`config.mk`:
```
export PLATFORM = sky130hd
export DESIGN_NAME = dbg_tap_top
export DESIGN_NICKNAME = d
export VERILOG_FILES = /design/src/rtl/dtap_pkg.sv /design/src/rtl/dtap_fsm.sv /design/src/rtl/dtap_ir.sv /design/src/rtl/dtap_dm_stub.sv /design/src/rtl/dtap_dr.sv /design/src/rtl/dbg_tap_top.sv
export SDC_FILE = /design/constraint.sdc
export NUM_CORES = 1
export LEC_CHECK = 0
export BUFFER_PORTS_ARGS = -buffer_cell sky130_fd_sc_hd__buf_4
export CORE_ASPECT_RATIO = 0.9
export CORE_MARGIN = 1.5
export CORE_UTILIZATION = 30
export CTS_BUF_LIST = sky130_fd_sc_hd__clkbuf_16
export DETAILED_ROUTE_END_ITERATION = 8
export GPL_ROUTABILITY_DRIVEN = 1
export PLACE_DENSITY = 0.44
export REMOVE_ABC_BUFFERS = 1
export SLEW_MARGIN = 25
export SYNTH_ARGS = -nofsm -noshare
export SYNTH_HDL_FRONTEND = slang
export SYNTH_HIERARCHICAL = 1
export SYNTH_SLANG_ARGS = --single-unit
```
`constraint.sdc`:
```
create_clock -name tck -period 2.5 [get_ports tck]
set_clock_uncertainty 0.15 [all_clocks]
set_input_delay 0.125 -clock tck [delete_from_list [all_inputs] [get_ports tck]]
set_output_delay 0.125 -clock tck [all_outputs]
set_load 0.03 [all_outputs]
```
`src/rtl/dtap_pkg.sv`:
```
package dtap_pkg;

    localparam int IR_W     = 5;
    localparam int ABITS    = 6;
    localparam int DATA_W   = 32;
    localparam int OP_W     = 2;
    localparam int DBUS_W   = ABITS + DATA_W + OP_W;
    localparam int LEN_W    = $clog2(DBUS_W + 1);
    localparam int VERSION  = 1;

    localparam logic [IR_W-1:0] INS_IDENT = 5'h01;
    localparam logic [IR_W-1:0] INS_CTRL  = 5'h10;
    localparam logic [IR_W-1:0] INS_DBUS  = 5'h11;
    localparam logic [IR_W-1:0] IR_CAPTURE_PAT = 5'b00001;

    localparam logic [DATA_W-1:0] IDENT_WORD = 32'hDEADBEEF;
    localparam logic [DATA_W-1:0] DM_DUMMY   = 32'hD0D0CAFE;
    localparam logic [DATA_W-1:0] CTRL_WORD  =
        {{(DATA_W-10){1'b0}}, ABITS[5:0], VERSION[3:0]};

    localparam logic [OP_W-1:0] OP_NONE  = 2'd0;
    localparam logic [OP_W-1:0] OP_READ  = 2'd1;
    localparam logic [OP_W-1:0] OP_WRITE = 2'd2;

    typedef enum logic [3:0] {
        ST_RESET, ST_IDLE,
        ST_SEL_DR, ST_CAP_DR, ST_SH_DR, ST_EX1_DR, ST_PAU_DR, ST_EX2_DR, ST_UPD_DR,
        ST_SEL_IR, ST_CAP_IR, ST_SH_IR, ST_EX1_IR, ST_PAU_IR, ST_EX2_IR, ST_UPD_IR
    } tap_state_e;

    typedef struct packed {
        logic [ABITS-1:0]  addr;
        logic [DATA_W-1:0] data;
        logic [OP_W-1:0]   op;
    } dbus_word_t;

    function automatic tap_state_e tap_next(input tap_state_e s, input logic m);
        case (s)
            ST_RESET:  return m ? ST_RESET  : ST_IDLE;
            ST_IDLE:   return m ? ST_SEL_DR : ST_IDLE;
            ST_SEL_DR: return m ? ST_SEL_IR : ST_CAP_DR;
            ST_CAP_DR: return m ? ST_EX1_DR : ST_SH_DR;
            ST_SH_DR:  return m ? ST_EX1_DR : ST_SH_DR;
            ST_EX1_DR: return m ? ST_UPD_DR : ST_PAU_DR;
            ST_PAU_DR: return m ? ST_EX2_DR : ST_PAU_DR;
            ST_EX2_DR: return m ? ST_UPD_DR : ST_SH_DR;
            ST_UPD_DR: return m ? ST_SEL_DR : ST_IDLE;
            ST_SEL_IR: return m ? ST_RESET  : ST_CAP_IR;
            ST_CAP_IR: return m ? ST_EX1_IR : ST_SH_IR;
            ST_SH_IR:  return m ? ST_EX1_IR : ST_SH_IR;
            ST_EX1_IR: return m ? ST_UPD_IR : ST_PAU_IR;
            ST_PAU_IR: return m ? ST_EX2_IR : ST_PAU_IR;
            ST_EX2_IR: return m ? ST_UPD_IR : ST_SH_IR;
            default:   return m ? ST_SEL_DR : ST_IDLE;
        endcase
    endfunction

    function automatic logic [LEN_W-1:0] dr_len(input logic [IR_W-1:0] code);
        case (code)
            INS_IDENT, INS_CTRL: return LEN_W'(DATA_W);
            INS_DBUS:            return LEN_W'(DBUS_W);
            default:             return LEN_W'(1);
        endcase
    endfunction

endpackage

```
`src/rtl/dtap_fsm.sv`:
```
module dtap_fsm
    import dtap_pkg::*;
(
    input  logic       tck,
    input  logic       rst,
    input  logic       tms,
    output tap_state_e state
);
    always_ff @(posedge tck) begin
        if (rst) state <= ST_RESET;
        else     state <= tap_next(state, tms);
    end
endmodule

```
`src/rtl/dtap_ir.sv`:
```
module dtap_ir
    import dtap_pkg::*;
(
    input  logic            tck,
    input  logic            rst,
    input  logic            tdi,
    input  tap_state_e      state,
    output logic [IR_W-1:0] ir_q,
    output logic [IR_W-1:0] ir_sh
);
    always_ff @(posedge tck) begin
        if (rst) begin
            ir_q  <= INS_IDENT;
            ir_sh <= '0;
        end else begin
            case (state)
                ST_RESET:  ir_q  <= INS_IDENT;
                ST_CAP_IR: ir_sh <= IR_CAPTURE_PAT;
                ST_SH_IR:  ir_sh <= {tdi, ir_sh[IR_W-1:1]};
                ST_UPD_IR: ir_q  <= ir_sh;
                default: ;
            endcase
        end
    end
endmodule

```
`src/rtl/dtap_dm_stub.sv`:
```
module dtap_dm_stub
    import dtap_pkg::*;
(
    input  logic              rd_req,
    output logic [DATA_W-1:0] rd_data
);
    assign rd_data = rd_req ? DM_DUMMY : '0;
endmodule

```
`src/rtl/dtap_dr.sv`:
```
module dtap_dr
    import dtap_pkg::*;
(
    input  logic              tck,
    input  logic              rst,
    input  logic              tdi,
    input  tap_state_e        state,
    input  logic [IR_W-1:0]   ir_q,
    input  logic [DATA_W-1:0] dm_rdata,
    output logic              dm_rd_req,
    output logic [DBUS_W-1:0] dr_sh
);
    logic [ABITS-1:0]  bus_addr;
    logic [DATA_W-1:0] bus_data;
    logic [DBUS_W-1:0] cap_val;
    logic [DBUS_W-1:0] sh_next;
    logic [LEN_W-1:0]  top_bit;
    dbus_word_t        req;
    logic              upd_bus;

    assign req     = dbus_word_t'(dr_sh);
    assign upd_bus = (state == ST_UPD_DR) && (ir_q == INS_DBUS);
    assign dm_rd_req = upd_bus && (req.op == OP_READ);
    assign top_bit = dr_len(ir_q) - LEN_W'(1);

    always_comb begin
        case (ir_q)
            INS_IDENT: cap_val = DBUS_W'(IDENT_WORD);
            INS_CTRL:  cap_val = DBUS_W'(CTRL_WORD);
            INS_DBUS:  cap_val = {bus_addr, bus_data, OP_NONE};
            default:   cap_val = '0;
        endcase
    end

    always_comb begin
        sh_next = dr_sh >> 1;
        sh_next[top_bit] = tdi;
    end

    always_ff @(posedge tck) begin
        if (rst) begin
            dr_sh    <= '0;
            bus_addr <= '0;
            bus_data <= '0;
        end else begin
            if (state == ST_CAP_DR) dr_sh <= cap_val;
            else if (state == ST_SH_DR) dr_sh <= sh_next;
            if (upd_bus) begin
                if (req.op == OP_READ) begin
                    bus_addr <= req.addr;
                    bus_data <= dm_rdata;
                end else if (req.op == OP_WRITE) begin
                    bus_addr <= req.addr;
                end
            end
        end
    end
endmodule

```
`src/rtl/dbg_tap_top.sv`:
```
module dbg_tap_top
    import dtap_pkg::*;
(
    input  logic tck,
    input  logic rst,
    input  logic tms,
    input  logic tdi,
    output logic tdo,
    output logic tdo_en
);
    tap_state_e        state;
    logic [IR_W-1:0]   ir_q;
    logic [IR_W-1:0]   ir_sh;
    logic [DBUS_W-1:0] dr_sh;
    logic [DATA_W-1:0] dm_rdata;
    logic              dm_rd_req;

    dtap_fsm u_fsm (.tck(tck), .rst(rst), .tms(tms), .state(state));

    dtap_ir u_ir (.tck(tck), .rst(rst), .tdi(tdi), .state(state),
                  .ir_q(ir_q), .ir_sh(ir_sh));

    dtap_dm_stub u_dm (.rd_req(dm_rd_req), .rd_data(dm_rdata));

    dtap_dr u_dr (.tck(tck), .rst(rst), .tdi(tdi), .state(state), .ir_q(ir_q),
                  .dm_rdata(dm_rdata), .dm_rd_req(dm_rd_req), .dr_sh(dr_sh));

    always_ff @(negedge tck) begin
        if (rst) begin
            tdo    <= 1'b0;
            tdo_en <= 1'b0;
        end else begin
            case (state)
                ST_SH_DR: begin tdo <= dr_sh[0]; tdo_en <= 1'b1; end
                ST_SH_IR: begin tdo <= ir_sh[0]; tdo_en <= 1'b1; end
                default:  begin tdo <= 1'b0;     tdo_en <= 1'b0; end
            endcase
        end
    end
endmodule

```
Word-level counts from Yosys, hierarchy flattened
Index checks and enable logic that the tools add are counted.

Logic and storage cells: 71. ROM bits: 0. Register bits after elaboration: 94. Memory bits (writable): 0. Bits in latches: 0. Output and inout port bits: 2. Memories: 0. Input bits: 4.

Reductions and logical operators: 14. Div/mod/pow operators: 0. Order comparisons: 2. Bitwise operators: 0. Equality and inequality tests: 19. Multipliers: 0. Add/subtract/negate cells: 1. Mux-type cells: 27. Shifts and indexed selects: 0.

Operator list (number): case mux 40 bit (3 select lines) (1); two-way mux 40 bit (2); case mux 4 bit (11 select lines) (1); bitwise mux 40 bit (1); == test 4 bit (second input constant) (8); two-way mux 32 bit (1); case mux 5 bit (2 select lines) (2); == test 4 x 3 -> 1 bit (second input constant) (4); two-way mux 4 bit (4); two-way mux 6 bit (2); case mux 6 bit (2 select lines) (1); == test 5 bit (second input constant) (2); == test 4 x 2 -> 1 bit (second input constant) (2); nonzero test 2 bit (4); OR reduction 2 bit (4); < comparator 6 x 7 -> 1 bit (second input constant) (1); demux 1 bit (select 6 bit) (1); >= comparator 6 x 1 -> 1 bit (second input constant) (1); two-way mux 2 bit (3); two-way mux 3 bit (2); subtractor 6 x 1 -> 6 bit (second input constant) (1); == test 5 x 1 -> 1 bit (second input constant) (1); two-way mux 1 bit (5); zero test 4 bit (1); 5 further kinds (8).

Logic depth before layout (Yosys ltp)
Gate-level depths: netlist of run 1.

Depth after elaboration: 11. Mapped depth: 10. Depth with buffers taken out: 7.

Hierarchy
The synthesis of run 1 kept the hierarchy.

Modules (own cells, without submodules): dtap_dr (seq. area each 1561.5 µm², cells each 367, area an instance 3414.5 µm², times used 1); dtap_ir (seq. area each 200.2 µm², cells each 39, area an instance 391.6 µm², times used 1); dtap_fsm (seq. area each 80.1 µm², cells each 37, area an instance 291.5 µm², times used 1); dtap_dm_stub (seq. area each 0.0 µm², cells each 33, area an instance 244.0 µm², times used 1); dbg_tap_top (seq. area each 40.0 µm², cells each 9, area an instance 86.3 µm², times used 1).

==> metrics, run 1 <==
RSZ-0062 raised after global routing=false; clock sink count=94; clk_lat worst skew=0.34 ns; ys flop type=dfxtp_1; CTS tree=built; metal2 WL=3990 um; DR DRC count=0; synthesized area=4430 um2; Slew Limit Fails=0; vias per inst=4.67; Hold Crit Start=u_dr/dr_sh[2]$_SDFFE_PP0P_; WL/cell=13.3 um; Remaining Overflow, GRT=0; initial antenna violation count=0; share of cells above drive strength 1=0.116; CP endpoint kind=flip-flop; area growth from synthesis to layout=10.8%; crit-path max FO=4; clk buf depth=2; Sum Neg Setup Slack=0 ns; Worst EP arrival=between 1 and 1.5 ns; Top Metal Used=met4; core box area=14200 um2; post-synth cell types=54; Die Width=131 um; post-synthesis sequential area ratio=0.425; fin nets=just under 500; most common cell in the netlist=dfxtp_1; drt first pass iters=4; CP max stage cell=or4b_1; count of warnings emitted by yosys=6; outcome=finished, final reports clean; DP Area=4600 um2; R2R Setup Slk=0.08 ns; I/O pin count=6; hpwl dp=5530 um; H-tree Lvls=3; hold depth=2; vias in the first global route=3056; CP Launch Type=flip-flop; Syn Inst Count=485; Least-Margin Pin Slew=0.842 ns; Initial Util=0.312; gr usage total=0.129; Tot Pwr=between 2000 and 3000 uW; clk slew on worst S/H paths=0.06 ns; M1 wire length=4660 um; Seq cells post-synth=94; largest net degree at the start of global routing=79; CTS root buf=clkbuf_16; R2R Path Start=u_fsm/state[1]$_SDFF_PP0_; FF-to-FF End=tdo_en$_SDFF_NP0_; die height=between 100 and 150 um; row count=41; number of synthesized flops with an enable pin=0; Inserted Diodes=0; Setup Buffers After CTS=0; worst reg-to-reg path cell count=2; die area=15500 um2; WL met3=176 um; crit-path cells=or4b_1, a21oi_1; PortBufs=5; Routed Antenna Nets=0; pwr dens=603 nW/um2; Iteration-0 DRC Markers=212; commonest cells in the netlist=94 x dfxtp_1, 82 x nor2_1, 58 x mux2i_1; # Max-Cap Violations=0; Max stage delay on crit path=0.53 ns; Static Leak=0.00191 uW; Final Hold Viols=0; WL final=about 9000 um; Peak VDD IR=~0.32 mV; relative slew slack=0.439; share of the synthesized area in the top cell type=0.425; Post-synth ARST share=0; ranking of synthesized cells by area=dfxtp_1 42%, mux2i_1 13%, nor2_1 7.0%, buf_4 5.8%, a211oi_1 4.1%; hold slack=0.319 ns; Final setup viols=0; first-pass GRT wire length=15900 um; Final GP Congestion=~0.67; final instance area=4900 um2; leading area contributor after synthesis=dfxtp_1; via count=3150; Crit Path Category=reg2reg; Min-Delay Path Class=reg2reg; Num CTS Buffers=9; Hold Path Sink=u_dr/dr_sh[1]$_SDFFE_PP0P_; worst path required time=1.42 ns; syn_area_per_cell=around 9.1 um2
-- worst max-delay path by stage --
| stage | start | depth (start not counted) | end |
|---|---|---|---|
| 6_report | u_fsm/state[1]$_SDFF_PP0_ | 2 | tdo_en$_SDFF_NP0_ |
| 5_1_grt | u_fsm/state[0]$_SDFF_PP0_ | 2 | tdo$_SDFF_NP0_ |
| 4_1_cts | u_fsm/state[0]$_SDFF_PP0_ | 2 | tdo_en$_SDFF_NP0_ |
| 3_5_place_dp | u_fsm/state[0]$_SDFF_PP0_ | 7 | u_dr/bus_data[5]$_SDFFE_PP0P_ |
| 3_3_place_gp | u_fsm/state[0]$_SDFF_PP0_ | 7 | u_dr/bus_data[11]$_SDFFE_PP0P_ |
| 2_1_floorplan | u_fsm/state[2]$_SDFF_PP0_ | 4 | u_dr/dr_sh[20]$_SDFFE_PP0P_ |
-- stage by stage --
step	cells	setup slack, ns	utilization
3_5_place_dp	655	-0.0290	0.324
3_3_place_gp	655	-0.0108	0.324
6_report	675	0.0792	0.345
2_1_floorplan	431	-2.13	-
5_1_grt	675	0.000396	0.345
4_1_cts	675	0.0712	0.345
-- cells in the final DEF (no fill, tap or decap), drive strengths merged, types with 4 or more instances in the layout --
cell type | netlist | routed
a22oi | 11 | 11
inv | 31 | 36
dfxtp | 94 | 94
nor3 | 4 | 4
a21oi | 31 | 31
nand2 | 11 | 11
clkbuf | 21 | 9
a211oi | 24 | 24
buf | 47 | 31
nand3 | 5 | 5
a222oi | 5 | 5
mux2 | 11 | 11
nor2 | 82 | 82
a22o | 4 | 4
o21ai | 4 | 4
mux2i | 58 | 58
conb | 1 | 15
-- kinds of logic (layout without fill, tap and decap cells) --
| group | Yosys count | after routing | share of synthesized area |
|---|---|---|---|
| fa+ha+maj | 1 | 1 | 0.00283 |
| buf+inv | 99 | 82 | 0.122 |
| compound gates | 93 | 93 | 0.144 |
| flops | 94 | 94 | 0.425 |
| mux | 69 | 69 | 0.159 |
| xor+xnor | 2 | 2 | 0.00396 |
| simple gates | 126 | 126 | 0.143 |
| other cells | 1 | 15 | 0.000847 |
-- worst max-delay path, delay by kind of cell, from the launching register on --
kind,cells,cell delay [ns]
compound gates,1,0.14
flops,1,0.33
simple gates,1,0.53
-- flip-flops by register name, indices dropped and copies added, names as in the netlist --
| register | cells |
|---|---|
| u_ir/ir_q | 5 |
| tdo_en | 1 |
| u_dr/bus_addr | 6 |
| u_fsm/state | 4 |
| u_ir/ir_sh | 5 |
| u_dr/bus_data | 32 |
| tdo | 1 |
| u_dr/dr_sh | 40 |
-- power breakdown --
group / internal [uW] / switching [uW] / total [uW]
combinational: 66.7 / 103 / 169
clock: 672 / 585 / 1260
sequential: 1520 / 12.4 / 1530
total: 2260 / 701 / 2960
-- routing by layer --
metal,up-vias,global-route usage
li1,1628,-
met1,1489,0.180
met2,22,0.194
met3,11,0.0285
met4,0,0.0474
met5,-,0
-- cell type report --
type | count | area, um2
clock buffer | 9 | 225
clock inverter | 9 | 48.8
fill | 1468 | 9310
inverter | 30 | 113
multi-input combinational | 306 | 2080
sequential | 94 | 1880
tap | 193 | 241
timing repair buffer | 34 | 313
-- timing repair --
action	4_1_cts	5_1_grt
hold endpoints to repair	9	0
gates resized for setup	1	0
hold buffers	3	0
setup endpoints to repair	19	0
(Power assumes the default switching activity.)
==> run 2: changes to the inputs <==
--- a/config.mk
+++ b/config.mk
@@ -17,5 +17,4 @@
 export SLEW_MARGIN = 25
 export SYNTH_ARGS = -nofsm -noshare
 export SYNTH_HDL_FRONTEND = slang
-export SYNTH_HIERARCHICAL = 1
 export SYNTH_SLANG_ARGS = --single-unit
==> metrics, run 2 <==
DP Area=2930 um2; max reg flops=40; outcome=finished, final reports clean; clk slew on worst S/H paths=about 0.050 ns; Setup Buffers After CTS=0; synthesized area=between 2000 and 3000 um2; number of cells on the critical path=2; Least-Margin Pin Slew=a little over 0.8 ns; WL final=roughly 6300 um; most frequent cells in the layout=63 x dfxtp_1, 61 x nor2_1, 39 x nand2_1; Worst EP arrival=1.36 ns; share of the synthesized area in the top cell type=0.463; xor/xnor share of the synthesized area=0.00321; CP endpoint kind=flip-flop; Final GP Congestion=between 0.7 and 0.8; worst path required time=1.41 ns; hpwl dp=3950 um; Num CTS Buffers=9; crit-path cells=or4b_1, a21oi_2; DR DRC count=0; leading area contributor after synthesis=dfxtp_1; initial antenna violation count=0; drt first pass iters=5; largest family of logic cells by synthesized area=simple AND/OR/NAND/NOR gates; Biggest register=u_dr.dr_sh; area growth from synthesis to layout=19.0%; Syn Inst Count=between 300 and 400; post-placement cell count=roughly 440; core box area=between 8000 and 9000 um2; Compound-Gate Fraction of Synth Area=0.197; WL/cell=13.8 um; most common cell in the netlist=dfxtp_1; RSZ-0062 raised after global routing=false; Final Hold Viols=0; vias in the first global route=2062; clk buf depth=2; worst reg-to-reg path cell count=2; R2R Setup Slk=0.05 ns; # Max-Cap Violations=0; Hold Crit Start=u_dr.dr_sh[13]$_SDFFE_PP0N_; syn_area_per_cell=8.44 um2; die area=a little under 10000 um2; ys flop type=dfxtp_1; CTS root buf=clkbuf_16; Seq cells post-synth=63; PortBufs=5; Multi-input gate area=between 1000 and 1500 um2; Max stage delay on crit path=0.56 ns; hold depth=2; Min-Delay Path Class=reg2reg; ranking of synthesized cells by area=dfxtp_1 46%, nor2_1 8.4%, a211oi_1 8.3%, nand2_1 5.4%, a21oi_1 3.7%; FF+latch area=approximately 1300 um2; pwr dens=744 nW/um2; FF-to-FF End=tdo_en$_SDFF_NP0_; Core Util, Final=0.373; CP max stage cell=or4b_1; vias per inst=4.95; post-synth cell types=48; fin nets=between 300 and 400; hold slack=about 0.31 ns; final instance area=3240 um2; row count=32; Hold Path Sink=u_dr.dr_sh[12]$_SDFFE_PP0N_; Initial Util=0.314; I/O pin count=6; CP bufs+invs=0; Remaining Overflow, GRT=0; largest net degree at the start of global routing=60; Static Leak=0.00109 uW; commonest cells in the netlist=63 x dfxtp_1, 61 x nor2_1, 39 x nand2_1; relative slew slack=0.445; top flop regs=u_dr.dr_sh x40, u_dr.bus_addr x6; via count=about 2300; R2R Path Start=u_fsm.state[3]$_SDFF_PP0_; first-pass GRT wire length=10700 um; CP Launch Type=flip-flop; Slew Limit Fails=0; number of synthesized flops with an enable pin=0; post-synthesis sequential area ratio=0.463; proportion of synthesized area in mux cells=0.0257; Iteration-0 DRC Markers=140; simple-gate area share of the yosys netlist=0.248; Crit Path Category=reg2reg; delay-heaviest family, CP=simple AND/OR/NAND/NOR gates; CTS tree=built; clk_lat worst skew=roughly 0.33 ns; clock sink count=63; Peak VDD IR=slightly above 0.3 mV; count of warnings emitted by yosys=0; Die Width=about 100 um; crit-path max FO=4; share of cells above drive strength 1=0.139; H-tree Lvls=3; Post-synth ARST share=0; die height=93.4 um; synthesized-area fraction occupied by adder cells=0.00459; Routed Antenna Nets=0; Inserted Diodes=0; Fillers=919; commonest non-fill, non-tap cell in the layout=dfxtp_1; Final setup viols=0; gr usage total=0.145; Post-Layout Cell Count=458
[run 2: kinds of logic after synthesis]
kind of cell,count (synthesis)
DFF,63
muxes,7
xor gates and xnor gates,1
and+or+nand+nor,138
buffers and inverters,34
adders and majority gates,1
AOI/OAI and AO/OA,79
[run 2: cell type report]
cell class	instances	area share
inverter	4	0.00463
clock inverter	9	0.0189
multi-input combinational	226	0.405
timing repair buffer	28	0.0671
clock buffer	9	0.0694
sequential	63	0.389
tap	119	0.0459
[run 2: worst max path at each step]
stage / from / to / slack (ns)
after global routing: u_fsm.state[3]$_SDFF_PP0_ / tdo_en$_SDFF_NP0_ / 0.01
after CTS: u_fsm.state[3]$_SDFF_PP0_ / tdo_en$_SDFF_NP0_ / 0.04
final: u_fsm.state[3]$_SDFF_PP0_ / tdo_en$_SDFF_NP0_ / 0.05
after floorplan: u_fsm.state[0]$_SDFF_PP0_ / u_dr.dr_sh[1]$_SDFFE_PP0N_ / -0.53
after detailed placement: u_fsm.state[3]$_SDFF_PP0_ / tdo_en$_SDFF_NP0_ / 0.01
after global placement: u_fsm.state[3]$_SDFF_PP0_ / tdo_en$_SDFF_NP0_ / 0.03
[run 2: repair_timing]
item | CTS | global route
endpoints found under the setup margin | 0 | 1
hold buffers | 3 | 0
endpoints found under the hold margin | 6 | 0
resized for setup | 0 | 1
[run 2: tightest hold or removal path: stages, from the launching register on]
cell and delay (ns):
dfxtp_1 0.30, nand2_1 0.05, a211oi_1 0.06
[run 2: per-layer routing]
metal | track usage | part of all wire
met5 | 0 | 0
met4 | 0.0439 | 0.010
met3 | 0.0538 | 0.037
met2 | 0.200 | 0.43
met1 | 0.208 | 0.53
[run 2: per-stage QoR]
| step | setup TNS [ns] | worst slack [ns] | power [uW] |
|---|---|---|---|
| 6_report | 0 | 0.0473 | 2410 |
| 5_1_grt | 0 | 0.00990 | 2540 |
| 4_1_cts | 0 | 0.0450 | 2450 |
| 3_5_place_dp | 0 | 0.0116 | 1260 |
| 3_3_place_gp | 0 | 0.0266 | 1260 |
| 2_1_floorplan | -15.92 | -0.528 | 1180 |
[run 2: report_power, final]
group	switching, uW	internal [uW]	total [uW]
clock network	424	756	1180
registers	16.9	1040	1060
logic	109	67.8	177
==> run 3: changes to the inputs <==
==> constraint.sdc (replaced) <==
create_clock -name tck -period 2.3 [get_ports tck]
set_clock_uncertainty 0.15 [all_clocks]
set_input_delay 0.115 -clock tck [delete_from_list [all_inputs] [get_ports tck]]
set_output_delay 0.115 -clock tck [all_outputs]
set_load 0.03 [all_outputs]
==> metrics, run 3 (synthesis results as in run 2) <==
area growth from synthesis to layout=20.6%; met3 global-route usage=0.0366; Biggest register=u_dr.dr_sh; Tot Pwr=~2700 uW; CTS root buf=clkbuf_16; DR DRC count=0; worst path required time=about 1.3 ns; CTS tree=built; via count=2246; Final setup viols=0; Die Width=103 um; Least-Margin Pin Slew=between 0.7 and 0.8 ns; Min-Delay Path Class=reg2reg; CP endpoint kind=flip-flop; Iteration-0 DRC Markers=175; pwr dens=812 nW/um2; first-pass GRT wire length=between 10000 and 15000 um; most frequent cells in the layout=61 x nor2_1, 59 x dfxtp_1, 39 x nand2_1; fin nets=339; Final Hold Viols=0; Inserted Diodes=0; share of cells above drive strength 1=0.162; clock sink count=63; final setup margin=0.00128 ns; # Max-Cap Violations=0; Max stage delay on crit path=0.54 ns; hold depth=2; worst reg-to-reg path cell count=2; Static Leak=0.00110 uW; max reg flops=40; CP Launch Type=flip-flop; hold slack=about 0.30 ns; Crit Path Category=reg2reg; most used routing layer=met1; die height=93.4 um; row count=32; vias per inst=4.90; gr usage total=0.141; drt first pass iters=4; Sum Neg Setup Slack=0 ns; core box area=8690 um2; I/O pin count=6; Num CTS Buffers=9; WL/cell=13.6 um; crit-path max FO=2; die area=around 9700 um2; largest net degree at the start of global routing=60; met1 Usage GRT=0.201; RSZ-0062 raised after global routing=true; Final GP Congestion=0.720; DP Worst Slack=-0.100 ns; H-tree Lvls=3; routing usage on met2=0.201; commonest non-fill, non-tap cell in the layout=nor2_1; Worst EP arrival=1.31 ns; CP max stage cell=or4b_4; relative slew slack=0.486; PortBufs=5; vias in the first global route=~2000; Routed Antenna Nets=0; outcome=finished, final reports clean; top flop regs=u_dr.dr_sh x40, u_dr.bus_addr x6; Remaining Overflow, GRT=0; crit-path cells=or4b_4, a21oi_2; clk slew on worst S/H paths=roughly 0.05 ns; Peak VDD IR=0.382 mV; clk buf depth=2; hpwl dp=3880 um; clk_lat worst skew=0.32 ns; Slew Limit Fails=0; Initial Util=0.314; initial antenna violation count=0; WL final=6240 um
run 3: changes by cell type in the layout (fill, tap and decap cells not counted), sizes merged:
cell	previous run	this run
inv	8	6
clkinvlp	0	2
run 3: worst paths after layout:
check	from	end	slack (ns)
max	u_fsm.state[0]$_SDFF_PP0_	tdo_en$_SDFF_NP0_	0.001
min	u_dr.dr_sh[33]$_SDFFE_PP0N_	u_dr.dr_sh[32]$_SDFFE_PP0N_	0.30
max reg2reg	u_fsm.state[0]$_SDFF_PP0_	tdo_en$_SDFF_NP0_	0.001
min reg2reg	u_dr.dr_sh[33]$_SDFFE_PP0N_	u_dr.dr_sh[32]$_SDFFE_PP0N_	0.30
run 3: timing repair:
| action | CTS | global route |
|---|---|---|
| pin swaps | 2 | 4 |
| cloned | 0 | 0 |
| setup buffers | 0 | 1 |
| hold buffers | 3 | 0 |
| hold endpoints to repair | 6 | 0 |
| endpoints found under the setup margin | 2 | 8 |
| gates resized for setup | 5 | 5 |
run 3: stage by stage:
stage / util / area [um2] / instances
floorplan: - / 2580 / 294
global placement: 0.337 / 2930 / 437
detailed placement: 0.337 / 2930 / 437
CTS: 0.376 / 3270 / 457
global route: 0.378 / 3290 / 458
finish: 0.378 / 3290 / 458
run 3: metal layers:
metal | share of wire | up-vias
li1 | - | 1162
met1 | 0.53 | 1040
met2 | 0.43 | 37
met3 | 0.034 | 7
met4 | 0.011 | 0
met5 | 0 | -
run 3: critical path, delay by kind of cell, from the launching register on:
family          cells  cell delay [ns]
simple gates        1             0.54
flops               1             0.33
compound gates      1             0.12
run 3: area by class of cell:
cell class / count / area [um2]
Clock buffer: 9 / 225
Clock inverter: 9 / 71.3
Fill cell: 899 / 5400
Inverter: 4 / 15.0
Multi-Input combinational cell: 226 / 1320
Sequential cell: 63 / 1270
Tap cell: 119 / 149
Timing Repair Buffer: 28 / 241
run 3: report_power, final:
group | switching (uW) | internal (uW) | total (uW)
registers | 20.2 | 1130 | 1150
clock network | 487 | 832 | 1320
logic | 120 | 79.0 | 199
